===== src/rtl/fp_pkg.sv =====
package fp_pkg;
   typedef enum logic [1:0] {
      M_IDLE,
      M_DECODE,
      M_REQ,
      M_WAIT_LOW
   } mst_state_t;

   typedef enum logic {
      S_IDLE,
      S_ACK
   } slv_state_t;
endpackage


===== src/rtl/fp_sync.sv =====
module fp_sync #(
   parameter int STAGES = 2
) (
   input  logic clk,
   input  logic rst_n,
   input  logic d,
   output logic q
);
   initial assert (STAGES >= 2) else $error("fp_sync: STAGES must be at least 2");

   logic [STAGES-1:0] chain_q;

   always_ff @(posedge clk or negedge rst_n) begin
      if (!rst_n) chain_q <= '0;
      else        chain_q <= {chain_q[STAGES-2:0], d};
   end

   assign q = chain_q[STAGES-1];
endmodule


===== src/rtl/fp_master.sv =====
module fp_master
   import fp_pkg::*;
#(
   parameter int ADDR_W      = 8,
   parameter int DATA_W      = 8,
   parameter int DECODE_CYC  = 2,
   parameter int TIMEOUT_CYC = 16
) (
   input  logic              clk,
   input  logic              rst_n,
   input  logic              cmd_valid,
   input  logic              cmd_write,
   input  logic [ADDR_W-1:0] cmd_addr,
   input  logic [DATA_W-1:0] cmd_wdata,
   output logic              cmd_ready,
   output logic              done,
   output logic              timeout,
   output logic [DATA_W-1:0] rdata,
   output logic [ADDR_W-1:0] bus_addr,
   output logic              bus_write,
   output logic [DATA_W-1:0] bus_wdata,
   input  logic [DATA_W-1:0] bus_rdata,
   output logic              req,
   input  logic              ack_s
);
   localparam int CW = $clog2(DECODE_CYC + TIMEOUT_CYC + 1);

   initial assert (DECODE_CYC >= 1) else $error("fp_master: DECODE_CYC must be at least 1");
   initial assert (TIMEOUT_CYC >= 2) else $error("fp_master: TIMEOUT_CYC too small");

   mst_state_t    state;
   logic [CW-1:0] cnt;
   logic          failed;

   always_ff @(posedge clk or negedge rst_n) begin
      if (!rst_n) begin
         state     <= M_IDLE;
         cnt       <= '0;
         failed    <= 1'b0;
         req       <= 1'b0;
         done      <= 1'b0;
         timeout   <= 1'b0;
         rdata     <= '0;
         bus_addr  <= '0;
         bus_write <= 1'b0;
         bus_wdata <= '0;
      end else begin
         done    <= 1'b0;
         timeout <= 1'b0;
         case (state)
            M_IDLE: begin
               if (cmd_valid) begin
                  bus_addr  <= cmd_addr;
                  bus_write <= cmd_write;
                  bus_wdata <= cmd_wdata;
                  cnt       <= CW'(DECODE_CYC - 1);
                  state     <= M_DECODE;
               end
            end
            M_DECODE: begin
               if (cnt == '0) begin
                  req   <= 1'b1;
                  state <= M_REQ;
               end else begin
                  cnt <= cnt - 1'b1;
               end
            end
            M_REQ: begin
               if (ack_s) begin
                  req    <= 1'b0;
                  failed <= 1'b0;
                  if (!bus_write) rdata <= bus_rdata;
                  state  <= M_WAIT_LOW;
               end else if (cnt == CW'(TIMEOUT_CYC - 1)) begin
                  req     <= 1'b0;
                  failed  <= 1'b1;
                  timeout <= 1'b1;
                  state   <= M_WAIT_LOW;
               end else begin
                  cnt <= cnt + 1'b1;
               end
            end
            M_WAIT_LOW: begin
               if (!ack_s) begin
                  done  <= !failed;
                  state <= M_IDLE;
               end
            end
            default: state <= M_IDLE;
         endcase
      end
   end

   assign cmd_ready = (state == M_IDLE);

   AST_BUS_STABLE_IN_REQ: assert property (@(posedge clk) disable iff (!rst_n)
      (req && $past(req)) |-> ($stable(bus_addr) && $stable(bus_wdata) && $stable(bus_write)));
   AST_REQ_AFTER_ACK_LOW: assert property (@(posedge clk) disable iff (!rst_n)
      $rose(req) |-> !ack_s);
   AST_REQ_AFTER_ADDR: assert property (@(posedge clk) disable iff (!rst_n)
      $rose(req) |-> $stable(bus_addr));
   AST_TIMEOUT_PULSE: assert property (@(posedge clk) disable iff (!rst_n)
      timeout |=> !timeout);
   AST_DONE_XOR_TIMEOUT: assert property (@(posedge clk) disable iff (!rst_n)
      !(done && timeout));
endmodule


===== src/rtl/fp_slave.sv =====
module fp_slave
   import fp_pkg::*;
#(
   parameter int ADDR_W = 8,
   parameter int DATA_W = 8,
   parameter int WORDS  = 4,
   parameter int BASE   = 64
) (
   input  logic              clk,
   input  logic              rst_n,
   input  logic [ADDR_W-1:0] bus_addr,
   input  logic              bus_write,
   input  logic [DATA_W-1:0] bus_wdata,
   output logic [DATA_W-1:0] bus_rdata,
   input  logic              req_s,
   output logic              ack
);
   localparam int IW = $clog2(WORDS);
   localparam logic [ADDR_W-1:0] BASE_V = ADDR_W'(BASE);

   initial assert (WORDS >= 2 && (1 << IW) == WORDS) else $error("fp_slave: WORDS must be a power of two >= 2");
   initial assert ((BASE % WORDS) == 0) else $error("fp_slave: BASE must be aligned to WORDS");
   initial assert (IW < ADDR_W) else $error("fp_slave: window wider than address");

   slv_state_t        state;
   logic [DATA_W-1:0] mem [WORDS];
   logic [DATA_W-1:0] rd_q;
   logic              rd_en;
   logic              hit;
   logic [IW-1:0]     idx;

   assign hit = (bus_addr[ADDR_W-1:IW] == BASE_V[ADDR_W-1:IW]);
   assign idx = bus_addr[IW-1:0];

   always_ff @(posedge clk or negedge rst_n) begin
      if (!rst_n) begin
         state <= S_IDLE;
         ack   <= 1'b0;
         rd_en <= 1'b0;
         rd_q  <= '0;
         for (int i = 0; i < WORDS; i++) mem[i] <= '0;
      end else begin
         case (state)
            S_IDLE: begin
               if (req_s && hit) begin
                  if (bus_write) mem[idx] <= bus_wdata;
                  else           rd_q     <= mem[idx];
                  rd_en <= !bus_write;
                  ack   <= 1'b1;
                  state <= S_ACK;
               end
            end
            S_ACK: begin
               if (!req_s) begin
                  ack   <= 1'b0;
                  rd_en <= 1'b0;
                  state <= S_IDLE;
               end
            end
            default: state <= S_IDLE;
         endcase
      end
   end

   assign bus_rdata = rd_en ? rd_q : '0;

   AST_ACK_NEEDS_REQ: assert property (@(posedge clk) disable iff (!rst_n)
      $rose(ack) |-> req_s);
   AST_ACK_DROPS_AFTER_REQ: assert property (@(posedge clk) disable iff (!rst_n)
      $fell(ack) |-> !req_s);
   AST_RDATA_HELD: assert property (@(posedge clk) disable iff (!rst_n)
      (ack && $past(ack) && !bus_write) |-> $stable(bus_rdata));
   AST_NO_ACK_OFF_WINDOW: assert property (@(posedge clk) disable iff (!rst_n)
      $rose(ack) |-> hit);
endmodule


===== src/rtl/fourphase_link.sv =====
module fourphase_link #(
   parameter int ADDR_W      = 8,
   parameter int DATA_W      = 8,
   parameter int DECODE_CYC  = 2,
   parameter int TIMEOUT_CYC = 16,
   parameter int SYNC_STAGES = 2,
   parameter int SLV_WORDS   = 4,
   parameter int SLV_BASE    = 64
) (
   input  logic              clk,
   input  logic              rst_n,
   input  logic              cmd_valid,
   input  logic              cmd_write,
   input  logic [ADDR_W-1:0] cmd_addr,
   input  logic [DATA_W-1:0] cmd_wdata,
   output logic              cmd_ready,
   output logic              done,
   output logic              timeout,
   output logic [DATA_W-1:0] rdata
);
   localparam int ACK_SEEN = 2 * SYNC_STAGES + 2;

   initial assert (TIMEOUT_CYC >= ACK_SEEN)
      else $error("fourphase_link: TIMEOUT_CYC shorter than round trip");

   logic [ADDR_W-1:0] bus_addr;
   logic              bus_write;
   logic [DATA_W-1:0] bus_wdata;
   logic [DATA_W-1:0] bus_rdata;
   logic              req, req_s, ack, ack_s;

   fp_master #(
      .ADDR_W(ADDR_W), .DATA_W(DATA_W),
      .DECODE_CYC(DECODE_CYC), .TIMEOUT_CYC(TIMEOUT_CYC)
   ) u_master (
      .clk(clk), .rst_n(rst_n),
      .cmd_valid(cmd_valid), .cmd_write(cmd_write),
      .cmd_addr(cmd_addr), .cmd_wdata(cmd_wdata),
      .cmd_ready(cmd_ready), .done(done), .timeout(timeout), .rdata(rdata),
      .bus_addr(bus_addr), .bus_write(bus_write), .bus_wdata(bus_wdata),
      .bus_rdata(bus_rdata), .req(req), .ack_s(ack_s)
   );

   fp_sync #(.STAGES(SYNC_STAGES)) u_req_sync (
      .clk(clk), .rst_n(rst_n), .d(req), .q(req_s)
   );

   fp_sync #(.STAGES(SYNC_STAGES)) u_ack_sync (
      .clk(clk), .rst_n(rst_n), .d(ack), .q(ack_s)
   );

   fp_slave #(
      .ADDR_W(ADDR_W), .DATA_W(DATA_W),
      .WORDS(SLV_WORDS), .BASE(SLV_BASE)
   ) u_slave (
      .clk(clk), .rst_n(rst_n),
      .bus_addr(bus_addr), .bus_write(bus_write), .bus_wdata(bus_wdata),
      .bus_rdata(bus_rdata), .req_s(req_s), .ack(ack)
   );
endmodule


===== config.mk =====
export PLATFORM = sky130hd
export DESIGN_NAME = fourphase_link
export DESIGN_NICKNAME = d
export VERILOG_FILES = /design/src/rtl/fp_pkg.sv /design/src/rtl/fp_sync.sv /design/src/rtl/fp_master.sv /design/src/rtl/fp_slave.sv /design/src/rtl/fourphase_link.sv
export SDC_FILE = /design/constraint.sdc
export NUM_CORES = 1
export LEC_CHECK = 0
export BUFFER_PORTS_ARGS = -buffer_cell sky130_fd_sc_hd__buf_2
export CORE_ASPECT_RATIO = 1.25
export CORE_UTILIZATION = 55
export CTS_BUF_LIST = sky130_fd_sc_hd__clkbuf_8
export DETAILED_ROUTE_END_ITERATION = 7
export PLACE_DENSITY = 0.78
export SETUP_SLACK_MARGIN = 0.1
export SLEW_MARGIN = 5
export SYNTH_ARGS = -nofsm -noshare
export SYNTH_HDL_FRONTEND = slang
export SYNTH_SLANG_ARGS = --single-unit

===== constraint.sdc =====
create_clock -name clk -period 2.5 [get_ports clk]
set_input_delay 0.25 -clock clk [delete_from_list [all_inputs] [get_ports clk]]
set_output_delay 0.25 -clock clk [all_outputs]
set_load 0.05 [all_outputs]

==> results of run 1 <==
## cell type report
cell class	count	area, µm²	area share (%)
multi-input combinational	162	1520	36.4
tap	85	106	2.55
clock inverter	7	92.6	2.22
timing repair buffer	39	223	5.34
inverter	7	30.0	0.720
clock buffer	9	124	2.97
sequential	83	2080	49.8
## Yosys cell counts (3+ instances only)
cell	count	share of area [%]
mux2_2	57	18
mux2i_1	4	1.1
inv_1	7	0.73
nand2_1	28	2.9
o21ai_0	11	1.5
nor2_1	8	0.83
a21oi_1	3	0.41
dfrtp_1	83	57
ha_1	10	3.5
clkbuf_1	3	0.31
mux4_2	8	5.0
## final timing paths
kind	cells past startpoint	from	endpoint	slack, ns
worst max-delay path	9	u_master.state[0]$_DFFE_PN0P_	u_master.cnt[4]$_DFFE_PN0P_	0.19
worst min-delay path	2	cmd_write	u_master.bus_write$_DFFE_PN0P_	0.12
worst max register to register	9	u_master.state[0]$_DFFE_PN0P_	u_master.cnt[4]$_DFFE_PN0P_	0.19
worst min register to register	0	u_ack_sync.chain_q[0]$_DFF_PN0_	u_ack_sync.chain_q[1]$_DFF_PN0_	0.37
max in group asynchronous	3	rst_n	u_master.bus_wdata[7]$_DFFE_PN0P_	1.38
min in group asynchronous	2	rst_n	u_master.state[1]$_DFFE_PN0P_	0.43
## power groups by stage
stage / clock (mW) / combinational, mW / sequential, mW
2_1_floorplan: 0 / 1.28 / 2.09
5_1_grt: 1.11 / 1.79 / 2.32
6_report: 1.04 / 1.63 / 2.24
3_3_place_gp: 0 / 1.44 / 2.22
4_1_cts: 1.07 / 1.51 / 2.23
3_5_place_dp: 0 / 1.51 / 2.26
## what timing repair did
item	4_1_cts	5_1_grt
pin swaps	0	1
hold buffers	1	0
hold endpoints to repair	40	0
gates resized for setup	1	7
setup buffers	0	2
setup endpoints to repair	1	1
## cell families after synthesis
logic type / after synthesis / share of synthesized area, %
compound gates: 24 / 4.25
buf+inv: 14 / 1.63
flops: 83 / 57.4
mux: 69 / 23.8
simple gates: 56 / 8.71
fa+ha+maj: 10 / 3.46
xor+xnor: 3 / 0.726
## critical path: cells and delay by family (launching register included)
family / cells / cell delay (ns)
AOI/OAI and AO/OA: 3 / 0.59
adders and majority gates: 2 / 0.52
and+or+nand+nor: 2 / 0.49
DFF: 1 / 0.41
buffers and inverters: 2 / 0.23
## registers in the layout, indices dropped and copies added (netlist names)
name,flops
u_master.failed,1
u_slave.rd_q,8
u_slave.rd_en,1
u_slave.state,1
u_master.req,1
u_master.bus_wdata,8
u_slave.ack,1
u_master.cnt,5
u_master.rdata,8
u_master.timeout,1
u_master.state,2
u_ack_sync.chain_q,2
u_master.bus_addr,8
u_req_sync.chain_q,2
u_slave.mem,32
u_master.bus_write,1
u_master.done,1
## metal layers
metal	part of all wire, %	vias to the layer above
met4	2.1	0
met1	43	1079
met3	2.6	10
met2	53	39
met5	0	-
li1	-	1004
## per-stage QoR
| step | hold WS, ns | utilization (%) | cells |
|---|---|---|---|
| 6_report | 0.122 | 66.8 | 392 |
| 5_1_grt | 0.105 | 66.8 | 392 |
| 4_1_cts | 0.106 | 65.9 | 390 |
| 3_5_place_dp | 0.270 | 62.3 | 373 |
| 3_3_place_gp | 0.263 | 62.3 | 373 |
| 2_1_floorplan | -0.0456 | - | 259 |
==> run_results.csv, run 1 <==
group,metric,value,unit
layout,final_cell_mix,"dfrtp_1 (83), mux2_2 (57), buf_2 (29)",
die,core_region_area,0.00625,mm²
synth,yosysWarnings,0,
synth,yosys_most_used_dff,"dfrtp_1",
synth,synth_nets,289,
worst_setup_path,cp-start-kind,"flip-flop",
timing,fin_ws,0.193,ns
timing,fmax,433,MHz
clocking,path_clk_slew,0.09,ns
grt,use_met3,3.92,%
synth,avgSynthCellArea,14.0,µm²
drt,routed_via_density,5.44,
grt,antenna_found_initial,0,
timing,tightest_slew,0.779,ns
place,placed_cell_area,0.00389,mm²
timing,period_minus_slack,2.31,ns
worst_setup_path,crit_slowest_cell,"dfrtp_1",
timing,hold_viol,0,
timing,slew_headroom,48.1,%
timing,setup_violations,0,
grt,busiest_layer,"met2",
die,die_h,92.7,µm
power_and_ir_drop,p_clk_share,21.1,%
power_and_ir_drop,p_int,3.22,mW
power_and_ir_drop,power_density,1180,mW/mm²
layout,areaGrowthSynthToFinish,15.3,%
die,start_util,57.9,%
job,max_cap_viol_count,0,
drt,vias,2132,
timing,finalClockSkew,0.0124,ns
clocking,htreeDepth,3,
power_and_ir_drop,finalPower,4.91,mW
power_and_ir_drop,ir_drop,1.03,mV
grt,grt_pass1_wl,10.5,mm
drt,antenna_left,0,
place,numPortBuffers,30,
grt,globalRoute.totalOverflow,0,
die,floorplan.die_area,0.00691,mm²
synth,syn_area,0.00362,mm²
place,dp_hpwl,4.38,mm
grt,grt_max_degree,43,
grt,grt.met1_usage,27.0,%
layout,final_cell_area,0.00417,mm²
status,status,"completed",
worst_setup_path,worst-endpoint-arrival,2.60,ns
worst_setup_path,cp.required,2.79,ns
clocking,clockBufferDepth,2,
layout,final_nets,332,
synth,ys_ff_latch,83,
layout,drive_above_1_share,42.3,%
synth,synth-async-reset-ratio,100,%
layout,diodes,0,
worst_setup_path,path_cells,"inv_2 -> ha_4 -> clkinvlp_4 -> ha_1 -> o21a_1 -> o31a_1 -> or3_4 -> a2111oi_4 -> nand2b_1",
worst_setup_path,worstSetupPathType,"reg -> reg",
drt,first_pass_iters,4,
power_and_ir_drop,p_sw,1.69,mW
timing,finalMaxSlewViolations,0,
synth,synth-edff-count,0,
die,rows,32,
grt,grtUsageTotal,20.8,%
clocking,cts_num_sinks,83,
synth,seq_area_frac_synth,57.4,%
drt,wl_per_cell,15.9,µm
worst_setup_path,slowest_delay,0.41,ns
clocking,cts_root_buffer,"clkbuf_8",
drt,first_iter_violations,68,
synth,ys_types,40,
drt,route.detailed.drc,0,
die,io_pins,31,
power_and_ir_drop,leakagePower,2.01,nW
timing,rsz0062_at_grt,"no",
clocking,cts_tree,"yes",
timing,period_share,92.3,%
die,die_w,74.6,µm
synth,synthCells,259,
clocking,worstSkewPairLatency,0.35,ns
worst_setup_path,cp_max_fo,6,
layout,fillers,479,
drt,totalWireLength,6.23,mm
grt,gr-usage-met2,33.1,%
power_and_ir_drop,comb_power_share,33.3,%
power_and_ir_drop,power_frac_seq,45.6,%
hold_path,min_path_type,"in -> reg",
timing,finalSetupTns,0,ns
place,dpl_worst_slack,0.0325,ns
place,routabilityCongestion,0.751,
grt,first_global_vias,2185,
layout,final_common_cell,"dfrtp_1",
worst_setup_path,cp-end-kind,"flip-flop",
power_and_ir_drop,switching_share,34.4,%
clocking,cts_buffers,9,
Note: power is estimated with default switching activity, not from simulation.
==> run 2, diff against run 1 <==
==> constraint.sdc (replaced) <==
create_clock -name clk -period 2.94 [get_ports clk]
set_input_delay 0.294 -clock clk [delete_from_list [all_inputs] [get_ports clk]]
set_output_delay 0.294 -clock clk [all_outputs]
set_load 0.05 [all_outputs]
==> run 2 against run 1 <==
  * Clock skew fell by 0.0037 ns
  * Non-clock buffer count fell by 9
  * Clock power fell by 9%
  * Critical path type unchanged
  * Design area fell by 2.3%
  * Die area did not move
  * Global-route usage fell by 0.35 points
  * Cell count fell by 2.6%
  * Sequential share of layout area rose by 1.2 points
  * Largest cell class unchanged
  * Critical path depth did not move
  * Worst hold slack got worse by 0.028 ns
  * Routed wire length fell by 4.8%
==> run_results.csv, run 2 (same netlist as run 1, synthesis figures left out) <==
group,metric,value,unit
die,rows,32,
drt,first_iter_violations,80,
drt,wl_met2,2.93,mm
worst_setup_path,rrSetupSlack,0.37,ns
layout,fin_util,65.2,%
layout,areaGrowthSynthToFinish,12.6,%
timing,slew_headroom,33.3,%
worst_setup_path,path_cells,"inv_1 -> ha_1 -> inv_1 -> ha_1 -> o21a_1 -> o31a_1 -> or3_1 -> a2111oi_0 -> nand2b_1",
drt,routed_via_density,5.37,
grt,antenna_found_initial,0,
grt,grtUsageTotal,20.4,%
layout,final_nets,323,
drt,wl_met1,2.68,mm
clocking,path_clk_slew,0.08,ns
status,status,"completed",
die,die_w,74.6,µm
grt,grt_max_degree,84,
worst_setup_path,worstSetupPathType,"reg -> reg",
die,core_region_area,0.00625,mm²
grt,first_global_vias,2136,
clocking,post_cts_buffers,0,
grt,globalRoute.totalOverflow,0,
worst_setup_path,worst-endpoint-arrival,2.87,ns
worst_setup_path,cp-start-kind,"flip-flop",
timing,period_share,87.5,%
timing,finalMaxSlewViolations,0,
timing,setup_violations,0,
drt,totalWireLength,5.93,mm
worst_setup_path,cp-end-kind,"flip-flop",
die,die_h,92.7,µm
layout,top_register,"u_slave.mem",
grt,grt_pass1_wl,10.2,mm
drt,dr_wl_met3,167,µm
timing,tightest_slew,1.00,ns
clocking,htreeDepth,3,
place,numPortBuffers,30,
worst_setup_path,cp_max_fo,6,
power_and_ir_drop,leakagePower,1.98,nW
layout,fin_cells,382,
timing,period_minus_slack,2.57,ns
drt,antenna_left,0,
clocking,worstSkewPairLatency,0.36,ns
timing,finalSetupTns,0,ns
drt,wl_per_cell,15.5,µm
clocking,cts_tree,"yes",
worst_setup_path,slowest_delay,0.41,ns
timing,fmax,389,MHz
layout,final_cell_mix,"dfrtp_1 (83), mux2_2 (57), buf_2 (29)",
timing,finalClockSkew,0.00867,ns
layout,diodes,0,
place,routabilityCongestion,0.732,
clocking,cts_repair_resize_count,0,
drt,route.detailed.drc,0,
place,dp_hpwl,4.03,mm
drt,vias,2051,
die,io_pins,31,
power_and_ir_drop,ir_drop,0.667,mV
drt,top_layer,"met4",
layout,final_common_cell,"dfrtp_1",
die,start_util,57.9,%
clocking,holdBufCountCts,0,
job,max_cap_viol_count,0,
timing,hold_viol,0,
layout,drive_above_1_share,39.4,%
timing,rsz0062_at_grt,"no",
worst_setup_path,crit_slowest_cell,"dfrtp_1",
timing,hold_slack,0.0942,ns
clocking,cts_num_sinks,83,
place,placed_cells,367,
die,floorplan.die_area,0.00691,mm²
worst_setup_path,cp.required,3.23,ns
clocking,cts_buffers,9,
drt,first_pass_iters,4,
power_and_ir_drop,power_density,1000,mW/mm²
clocking,cts_root_buffer,"clkbuf_8",
hold_path,min_path_type,"in -> async",
layout,largest_register_ffs,32,
clocking,clockBufferDepth,2,
==> run 2: cell count changes in the layout (fill, tap and decap cells not counted), sizes merged <==
cell         change
buf              -8
bufinv           +1
clkinv           +2
clkinvlp         -3
dlygate4sd3      -1
inv              -1
==> run 2: worst paths after layout <==
check	from	end	cells past startpoint
worst max-delay path	u_master.state[0]$_DFFE_PN0P_	u_master.cnt[4]$_DFFE_PN0P_	9
worst min-delay path	rst_n	u_master.cnt[3]$_DFFE_PN0P_	1
worst max register to register	u_master.state[0]$_DFFE_PN0P_	u_master.cnt[4]$_DFFE_PN0P_	9
worst min register to register	u_ack_sync.chain_q[0]$_DFF_PN0_	u_ack_sync.chain_q[1]$_DFF_PN0_	0
max in group asynchronous	rst_n	u_master.bus_wdata[7]$_DFFE_PN0P_	1
min in group clk	cmd_wdata[2]	u_master.bus_wdata[2]$_DFFE_PN0P_	2
==> run 2: worst max-delay path: cells and delay by family (launching register included) <==
family	cells	cell delay, ns
buffers and inverters	2	0.31
adder cells (fa/ha/maj)	2	0.64
flip-flops	1	0.41
AO/OA/AOI/OAI	3	0.67
AND/OR/NAND/NOR	2	0.49
==> run 2: final cells by class <==
type	count	area, µm²
multi-input combinational	162	1480
sequential	83	2080
clock inverter	6	105
timing repair buffer	30	153
inverter	7	26.3
fill	476	2170
clock buffer	9	124
tap	85	106
==> run 2: power breakdown <==
part | switching [mW] | internal (mW)
Combinational | 0.590 | 0.659
Clock | 0.392 | 0.555
Sequential | 0.370 | 1.52
Total | 1.35 | 2.74
==> run 2: per-stage QoR <==
step	setup WS (ns)	area (µm²)	total power, mW
final	0.367	4070	4.09
after global routing	0.199	4070	4.37
after CTS	0.374	4070	4.13
after detailed placement	0.424	3840	3.18
after global placement	0.519	3840	3.11
after floorplan	0.642	3620	2.87
==> run 2: routing by layer <==
layer  global-route usage [%]  vias to the layer above
met4                     10.5                        0
met2                     31.6                       29
met1                     26.6                     1021
met3                     4.79                       13
met5                        0                        -
li1                         -                      988
==> run 3, diff against run 2 <==
--- a/config.mk
+++ b/config.mk
@@ -15,4 +15,5 @@
 export SLEW_MARGIN = 5
 export SYNTH_ARGS = -nofsm -noshare
 export SYNTH_HDL_FRONTEND = slang
+export SYNTH_HIERARCHICAL = 1
 export SYNTH_SLANG_ARGS = --single-unit
==> run 3 against run 2 <==
  * Synthesized cell count is the same
  * Worst hold slack gained 0.017 ns
  * Sequential share of layout area shrank 0.92 points
  * Critical endpoint is now u_master/cnt[3]$_DFFE_PN0P_
==> run_results.csv, run 3 <==
group,metric,value,unit
worst_setup_path,cp_max_fo,9,
worst_setup_path,r2r_cells,9,
clocking,cts_num_sinks,83,
timing,period_minus_slack,2.43,ns
synth,avgSynthCellArea,14.4,µm²
place,routabilityCongestion,0.764,
timing,period_share,82.6,%
layout,largest_register_ffs,32,
layout,final_common_cell,"dfrtp_1",
synth,yosys-mux-area-fraction,25.1,%
worst_setup_path,critPathLaunch,"u_master/state[0]$_DFFE_PN0P_",
synth,synth_area_leaders,"dfrtp_1 (56%), mux2_2 (20%), mux4_2 (4.8%)",
drt,routed_via_density,5.43,
worst_setup_path,r2r_start,"u_master/state[0]$_DFFE_PN0P_",
synth,yosys_most_used_dff,"dfrtp_1",
worst_setup_path,cp-start-kind,"flip-flop",
synth,synth_compound_area_share,3.11,%
layout,areaGrowthSynthToFinish,11.0,%
place,placed_cell_area,0.00397,mm²
die,die_w,75.7,µm
layout,drive_above_1_share,45.3,%
drt,route.detailed.drc,0,
worst_setup_path,timing.rr.end,"u_master/cnt[3]$_DFFE_PN0P_",
die,core_region_area,0.00657,mm²
drt,totalWireLength,6.06,mm
clocking,cts_repair_resize_count,0,
synth,synthXorXnorAreaFrac,0.703,%
timing,fmax,412,MHz
layout,final_cell_area,0.00415,mm²
die,start_util,56.9,%
synth,synth_nets,290,
synth,yosysWarnings,6,
layout,final_nets,324,
layout,top_register,"u_slave/mem",
synth,seq_area_frac_synth,55.6,%
worst_setup_path,cp-end-kind,"flip-flop",
grt,globalRoute.totalOverflow,0,
synth,ys_ff_latch,83,
die,floorplan.die_area,0.00713,mm²
layout,final_cell_mix,"dfrtp_1 (83), mux2_2 (65), buf_2 (29)",
clocking,cts_root_buffer,"clkbuf_8",
clocking,cts_buffers,9,
place,placed_cells,369,
layout,fillers,502,
clocking,holdBufCountCts,0,
grt,grtUsageTotal,19.6,%
grt,grt_max_degree,84,
synth,synthSimpleGateAreaFrac,10.2,%
power_and_ir_drop,ir_drop,0.280,mV
power_and_ir_drop,power_density,493,mW/mm²
drt,wl_per_cell,15.8,µm
timing,finalMaxSlewViolations,0,
synth,ys_types,39,
clocking,clockBufferDepth,2,
timing,hold_slack,0.112,ns
clocking,path_clk_slew,0.09,ns
drt,antenna_left,0,
synth,synth-edff-count,0,
grt,antenna_found_initial,0,
synth,yosys-top-cells-count,"dfrtp_1 (83), mux2_2 (65), nand2_1 (12)",
clocking,cts_tree,"yes",
layout,multi_input_area,0.00160,mm²
layout,diodes,0,
synth,synth_top_area_share,55.6,%
die,io_pins,31,
die,rows,33,
layout,final-seq-area,0.00208,mm²
synth,synthMostInstantiatedCell,"dfrtp_1",
place,numPortBuffers,30,
grt,first_global_vias,2127,
timing,finalClockSkew,0.0143,ns
timing,tightest_slew,1.01,ns
power_and_ir_drop,leakagePower,2.07,nW
drt,first_iter_violations,135,
timing,finalSetupTns,0,ns
layout,fin_cells,385,
place,dp_hpwl,4.08,mm
worst_setup_path,cp.required,3.21,ns
clocking,worstSkewPairLatency,0.35,ns
timing,rsz0062_at_grt,"no",
timing,hold_viol,0,
worst_setup_path,worst-endpoint-arrival,2.70,ns
worst_setup_path,endpoint,"u_master/cnt[3]$_DFFE_PN0P_",
job,max_cap_viol_count,0,
timing,setup_violations,0,
worst_setup_path,rrSetupSlack,0.51,ns
synth,synthCells,259,
worst_setup_path,worstSetupPathType,"reg -> reg",
clocking,post_cts_buffers,0,
timing,slew_headroom,32.6,%
drt,vias,2090,
synth,yosys.area.top_type,"dfrtp_1",
drt,first_pass_iters,4,
die,die_h,94.2,µm
synth,syn_area,0.00374,mm²
synth,synth_top_family_by_area,"multiplexers",
clocking,htreeDepth,3,
hold_path,min_path_type,"in -> async",
status,status,"completed",
synth,synth-async-reset-ratio,100,%
synth,synthAdderAreaFrac,3.68,%
grt,grt_pass1_wl,10.2,mm
## run 3: where the power goes
group          leakage, nW  switching [mW]  internal (mW)
clock network       0.0833           0.441          0.318
registers             1.12          0.0246           1.16
logic                0.869          0.0573         0.0495
total                 2.07           0.523           1.52
## run 3: final cells by class
cell class / instances / area share, %
Tap cell: 87 / 2.62
Inverter: 8 / 0.724
Timing Repair Buffer: 30 / 3.68
Clock inverter: 7 / 1.39
Multi-Input combinational cell: 161 / 38.5
Sequential cell: 83 / 50.1
Clock buffer: 9 / 2.99
## run 3: worst min path at each step
stage,from,to,slack (ns),depth (start not counted)
final,rst_n,u_master/bus_wdata[5]$_DFFE_PN0P_,0.11,1
after global routing,cmd_wdata[0],u_master/bus_wdata[0]$_DFFE_PN0P_,0.14,2
after CTS,rst_n,u_slave/mem[14]$_DFFE_PN0P_,0.14,1
after detailed placement,u_ack_sync/chain_q[0]$_DFF_PN0_,u_ack_sync/chain_q[1]$_DFF_PN0_,0.34,0
after global placement,u_req_sync/chain_q[0]$_DFF_PN0_,u_req_sync/chain_q[1]$_DFF_PN0_,0.33,0
after floorplan,rst_n,u_ack_sync/chain_q[0]$_DFF_PN0_,-0.002,0
## run 3: kinds of logic after synthesis
group           count (synthesis)
fa+ha+maj                      11
buf+inv                        15
simple gates                   54
compound gates                 18
mux                            75
flops                          83
xor+xnor                        3
## run 3: per-stage QoR
step / power, mW / utilization, % / worst slack, ns
floorplan: 1.26 / - / 0.876
CTS: 2.07 / 63.2 / 0.543
finish: 2.05 / 63.2 / 0.511
global route: 2.14 / 63.2 / 0.353
global placement: 1.31 / 60.4 / 0.711
detailed placement: 1.31 / 60.4 / 0.574
## run 3: metal layers
metal | GRT usage, % | vias up | routed length, µm
li1 | - | 1001 | -
met1 | 25.9 | 1054 | 2760
met2 | 31.0 | 27 | 3070
met3 | 4.94 | 8 | 160
met4 | 6.79 | 0 | 70
met5 | 0 | - | 0
## run 3: critical path, cell delays in order (launching register included)
cell and delay, ns:
dfrtp_1 0.43, inv_1 0.15, ha_1 0.43, inv_1 0.16
ha_1 0.33, and3b_2 0.21, a311oi_1 0.31, xnor2_1 0.16
nand3_1 0.08, o21ai_0 0.10
